$ cat src/rtl/rx_dbuf_handshake.sv
module rx_dbuf_handshake #(
  parameter int ID_W   = 11,
  parameter int LEN_W  = 4,
  parameter int NBYTES = 8,
  parameter int ADDR_W = $clog2(NBYTES) + 1
) (
  input  logic                  clk,
  input  logic                  rst_n,
  input  logic                  msg_valid,
  input  logic [ID_W-1:0]       msg_id,
  input  logic [LEN_W-1:0]      msg_len,
  input  logic [8*NBYTES-1:0]   msg_data,
  input  logic [ADDR_W-1:0]     rd_addr,
  output logic [7:0]            rd_data,
  output logic [ID_W-1:0]       rd_id,
  output logic [LEN_W-1:0]      rd_len,
  input  logic                  rdy_clr,
  input  logic                  ovr_clr,
  input  logic                  rx_ie,
  input  logic                  err_ie,
  output logic                  rdy_flag,
  output logic                  ovr_flag,
  output logic                  rx_irq,
  output logic                  err_irq
);
  localparam int DW = 8 * NBYTES;
  localparam int IW = ADDR_W + 3;
  localparam logic [ADDR_W-1:0] LAST = ADDR_W'(NBYTES - 1);

  logic              stg_valid;
  logic [ID_W-1:0]   stg_id,   vis_id;
  logic [LEN_W-1:0]  stg_len,  vis_len;
  logic [DW-1:0]     stg_data, vis_data;

  logic move, drop, take;
  assign move = stg_valid & ~rdy_flag;
  assign drop = msg_valid & stg_valid & rdy_flag;
  assign take = msg_valid & ~drop;

  always_ff @(posedge clk) begin
    if (!rst_n) begin
      rdy_flag  <= 1'b0;
      stg_valid <= 1'b0;
      ovr_flag  <= 1'b0;
    end else begin
      if (move)         rdy_flag <= 1'b1;
      else if (rdy_clr) rdy_flag <= 1'b0;

      if (take)         stg_valid <= 1'b1;
      else if (move)    stg_valid <= 1'b0;

      if (drop)         ovr_flag <= 1'b1;
      else if (ovr_clr) ovr_flag <= 1'b0;
    end
  end

  always_ff @(posedge clk) begin
    if (take) begin
      stg_id   <= msg_id;
      stg_len  <= msg_len;
      stg_data <= msg_data;
    end
    if (move) begin
      vis_id   <= stg_id;
      vis_len  <= stg_len;
      vis_data <= stg_data;
    end
  end

  logic [IW-1:0] bit_idx;
  logic [7:0]    byte_sel;
  assign bit_idx  = {rd_addr, 3'b000};
  assign byte_sel = (rd_addr <= LAST) ? vis_data[bit_idx +: 8] : 8'h00;

  assign rd_data = rdy_flag ? byte_sel : 8'h00;
  assign rd_id   = rdy_flag ? vis_id   : '0;
  assign rd_len  = rdy_flag ? vis_len  : '0;
  assign rx_irq  = rdy_flag & rx_ie;
  assign err_irq = ovr_flag & err_ie;

  a_r3_vis_frozen: assert property (@(posedge clk) disable iff (!rst_n)
    rdy_flag && !rdy_clr |=> rdy_flag && $stable(vis_id) && $stable(vis_len) && $stable(vis_data));

  a_r4_release: assert property (@(posedge clk) disable iff (!rst_n)
    rdy_flag && rdy_clr |=> !rdy_flag);

  a_r5_refill: assert property (@(posedge clk) disable iff (!rst_n)
    !rdy_flag && stg_valid |=> rdy_flag);

  a_r6_overrun: assert property (@(posedge clk) disable iff (!rst_n)
    msg_valid && stg_valid && rdy_flag |=> ovr_flag && stg_valid && $stable(stg_id) && $stable(stg_data));

  a_r7_ovr_sticky: assert property (@(posedge clk) disable iff (!rst_n)
    ovr_flag && !ovr_clr |=> ovr_flag);

  a_r2_stage_fill: assert property (@(posedge clk) disable iff (!rst_n)
    msg_valid |=> stg_valid);
endmodule

$ cat config.mk
export PLATFORM = sky130hd
export DESIGN_NAME = rx_dbuf_handshake
export DESIGN_NICKNAME = d
export VERILOG_FILES = /design/src/rtl/rx_dbuf_handshake.sv
export SDC_FILE = /design/constraint.sdc
export NUM_CORES = 1
export LEC_CHECK = 0
export BUFFER_PORTS_ARGS = -buffer_cell sky130_fd_sc_hd__buf_2
export CAP_MARGIN = 20
export CORE_MARGIN = 2
export CORE_UTILIZATION = 30
export DETAILED_ROUTE_END_ITERATION = 8
export PLACE_DENSITY = 0.56
export SLEW_MARGIN = 0
export SYNTH_ARGS = -nofsm -noshare
export SYNTH_HDL_FRONTEND = slang
export SYNTH_SLANG_ARGS = --single-unit
$ cat constraint.sdc
create_clock -name clk -period 15 [get_ports clk]
set_input_delay 0.75 -clock clk [delete_from_list [all_inputs] [get_ports clk]]
set_output_delay 0.75 -clock clk [all_outputs]
set_load 0.005 [all_outputs]
# Word-level counts from Yosys, hierarchy flattened
# Cells that the tools add are included.
[op_classes]
order_cmp = 1
mux = 10
n_reduce_logical = 3
bitwise = 8
n_shift = 1
[op_table]
columns = ["operator", "count"]
rows = [
  ["variable part select 64 x 8 -> 8 bit", 1],
  ["two-way mux 8 bit", 2],
  ["two-way mux 11 bit", 1],
  ["bitwise AND 1 bit", 6],
  ["two-way mux 1 bit", 6],
  ["nonzero test 2 bit", 3],
  ["<= comparator 4 x 3 -> 1 bit (second input constant)", 1],
  ["two-way mux 4 bit", 1],
  ["NOT 1 bit", 2],
]
[totals]
reg_bits = 161
input_bits = 90
wordCells = 32

# Logic depth before layout (Yosys ltp)
[depth]
depth_word = 5
ltp_mapped = 5
depth_no_buf = 3

# Worst setup path after synthesis
# No wires, ideal clock.
[synth_path]
kind = "input -> register"
from = "input msg_valid"
to = "register stg_data[0], enable pin"
stages = 1
n_path_buf = 0
setup_slack_ns = 7.867
required_time_ns = 14.362
arrival_ns = 6.495
cell_sequence = "a21boi_0"
[synth_via]
elab_chain_len = 4
[synth_rtl]
columns = ["element", "line", "text"]
rows = [
  ["start, declared", "9", "input logic msg_valid,"],
  ["bitwise AND 1 bit (2 in a row)", "37", "assign drop = msg_valid & stg_valid & rdy_flag;"],
  ["NOT 1 bit", "38", "assign take = msg_valid & ~drop;"],
  ["bitwise AND 1 bit (*)", "38", ""],
  ["end signal, assigned", "61", "stg_data <= msg_data;"],
  ["end, declared", "33", "logic [DW-1:0] stg_data, vis_data;"],
]
# Mark *: on every way between the ends. The rest lies on a longest branch, timed or not.
# A chain may end at the register's enable or synchronous reset.

# Final worst setup path
[layout_path]
from = "register rdy_flag"
to = "output rd_data[4]"
[layout_via]
elab_chain_len = 1
[layout_rtl]
columns = ["element", "line", "text"]
rows = [
  ["start, declared", "21", "output logic rdy_flag,"],
  ["start signal, assigned", "42", "rdy_flag <= 1'b0;"],
  ["start signal, assigned", "46", "if (move) rdy_flag <= 1'b1;"],
  ["start signal, assigned", "47", "else if (rdy_clr) rdy_flag <= 1'b0;"],
  ["two-way mux 8 bit", "75", "assign rd_data = rdy_flag ? byte_sel : 8'h00;"],
  ["end, declared", "14", "output logic [7:0] rd_data,"],
]
# No other way between the ends.

==> metrics.txt <==
outcome completed; WL met3 ~540 um; Power Dens Cells about 140 nW/um2; detailed placement HPWL ~6400 um; cell taking the most area after synthesis edfxtp_1; gr usage total a little over a tenth; DRT antenna net count 0; Seq/Total Area, Yosys between 80% and 90%; Pre-antenna DRT Iters 4; Final Hold Fails 0; htree depth 4; final slew viol count 0; die area around 20000 um2; clock sink count about 160; Hold Path Sink vis_id[8]; Remaining DRCs 0; Slowest-stage cell, CP dfxtp_1; Max Clock Freq around 330 MHz; P&R area growth vs syn 24.79%; DR iter-0 viols 96; Multi-input gate area around 750 um2; hold_buf cts 0; critical path startpoint category register; worst-skew pair later-pin latency approximately 0.42 ns; largest net degree at the start of global routing 80; number of global-route vias before repair around 2900; PortBufs about 120; Post-Syn Area about 5600 um2; Setup Viol. Count Final 0; post-CTS sizing 0; CP Max Fanout 24; post-synthesis instance total ~260; clk_skew roughly 0.0076 ns; core area 18520 um2; LEAKAGE 2.658 nW; Final min period 3.067 ns; synthesis-stage register bit count 161; worst path cell trace nand2b_1 > nor3_2 > buf_2; Reg area slightly below 5000 um2; Initial Utilization a little under a third; most frequent cell after synthesis edfxtp_1; Total Power 0.9905 mW; Area contributors post-synth edfxtp_1 84%, mux2i_1 5.7%, a22o_1 2.5%; Inst Count DP 600; post-synth top area share approximately 84%; Syn Area/Cell ~22 um2; asr flop ratio synth 0%; first-pass GRT wire length roughly 15000 um; detail-routed via count per cell around 4.2; maximum vdd drop between 70 and 80 uV; Core Rows 50; worst r2r dst stg_data[22]; CP Data Arrival Time between 2 and 2.5 ns; ant diodes 0; Clk pin slew, worst setup/hold paths 0.06 ns; crit path capture type output port; WL met2 about 5200 um; Min-Delay Path Class register to register; CTS Root Cell clkbuf_16; die span in x around 140 um; Clock Path Buffers 2; FF-to-FF path depth 2; CP Buf/Inv Count 1; critical hold path startpoint stg_id[8]; cell family with most CP delay simple AND/OR/NAND/NOR gates; Most used DFF post-synth edfxtp_1; commonest cells in the synthesized netlist 158 x edfxtp_1, 32 x mux2i_1, 18 x and2_1, 16 x a22o_1, 8 x nor3_2; final non-filler cell total between 600 and 700; Ys Warns 0; Worst EP required 14.25 ns; Max-cap violations 0; FF-to-FF setup slack 12.97 ns; routed wire length per instance between 15 and 20 um; TNS Setup 0 ns; via count around 2700; post-synth cell types 19; RSZ-0062 raised after global routing no; grt ovf 0; routability cong. between 0.6 and 0.7; Fillers about 1700; Post-synth EDFFs 158; final net count approximately 480; top sig layer met4; CTS tree done; share of cells above drive strength 1 slightly below 40%; WHS Path Cells 0; Post-CTS Setup Bufs 0; Final period util between 20% and 30%; syn_nets about 350; initial antenna violation count 0; Slew Limit Headroom between 30% and 40%; Met1 Wirelength 4283 um; I/O Pins 117; Crit Reg-Reg Startpoint rdy_flag; Crit Path Category register to output port; Total Wirelength roughly 10000 um; max incr delay on CP approximately 0.8 ns; slew at the pin closest to its max-slew limit between 1 and 1.5 ns; die height between 100 and 150 um; clock buffer count from CTS 17
power by group:
group	total, mW	switching [mW]	internal (mW)
clock	0.414	0.170	0.244
combinational	0.0448	0.0253	0.0194
sequential	0.531	0.00739	0.524
area by class of cell:
| class | count | share of cell area (%) |
|---|---|---|
| clock buffer | 18 | 6.122 |
| tap | 234 | 4.176 |
| multi-input combinational | 87 | 10.73 |
| timing repair buffer | 118 | 8.495 |
| sequential | 161 | 68.53 |
| clock inverter | 12 | 1.945 |
sequential cells by signal, indices dropped and copies added (netlist names):
register   cells
stg_id        11
vis_data      64
stg_data      64
rdy_flag       1
stg_len        4
vis_len        4
vis_id        11
stg_valid      1
ovr_flag       1
metrics by stage:
stage / hold WS (ns) / area, um2 / util (%) / setup slack [ns]
after floorplan: 0.4003 / 5618 / - / 7.867
after global placement: 0.4016 / 6445 / 34.80 / 11.89
after detailed placement: 0.4045 / 6445 / 34.80 / 11.85
after CTS: 0.4195 / 7010 / 37.86 / 11.74
after global routing: 0.4229 / 7010 / 37.86 / 11.64
final: 0.4160 / 7010 / 37.86 / 11.93
worst max path at each step:
stage,from,end,cells past startpoint
floorplan,msg_valid,stg_data[0],1
global placement,rd_addr[1],rd_data[0],5
detailed placement,rd_addr[1],rd_data[2],5
CTS,rdy_flag,rd_data[4],3
global route,rdy_flag,rd_data[4],3
finish,rdy_flag,rd_data[4],3
metal layers:
metal | vias up | global-route usage (%)
li1 | 1272 | -
met1 | 1296 | 12.16
met2 | 90 | 17.77
met3 | 16 | 4.042
met4 | 0 | 4.789
met5 | - | 0
cells by family after synthesis:
| kind of cell | count (synthesis) | synth area share, % |
|---|---|---|
| AO/OA/AOI/OAI | 20 | 3.029 |
| buffers and inverters | 10 | 1.425 |
| flip-flops | 161 | 85.52 |
| multiplexers | 32 | 5.702 |
| AND/OR/NAND/NOR | 35 | 4.320 |
placed cells by master (no fill, tap or decap), types with 3 or more instances in the layout:
master	Yosys	final
and2_1	18	18
nor2b_1	4	3
mux2i_1	32	32
clkinv_4	0	3
edfxtp_1	158	158
buf_2	0	116
dfxtp_1	3	3
nor3_2	8	8
clkinvlp_4	0	3
clkbuf_16	0	17
a22o_1	16	16
Note: power is estimated with default switching activity, not from simulation.
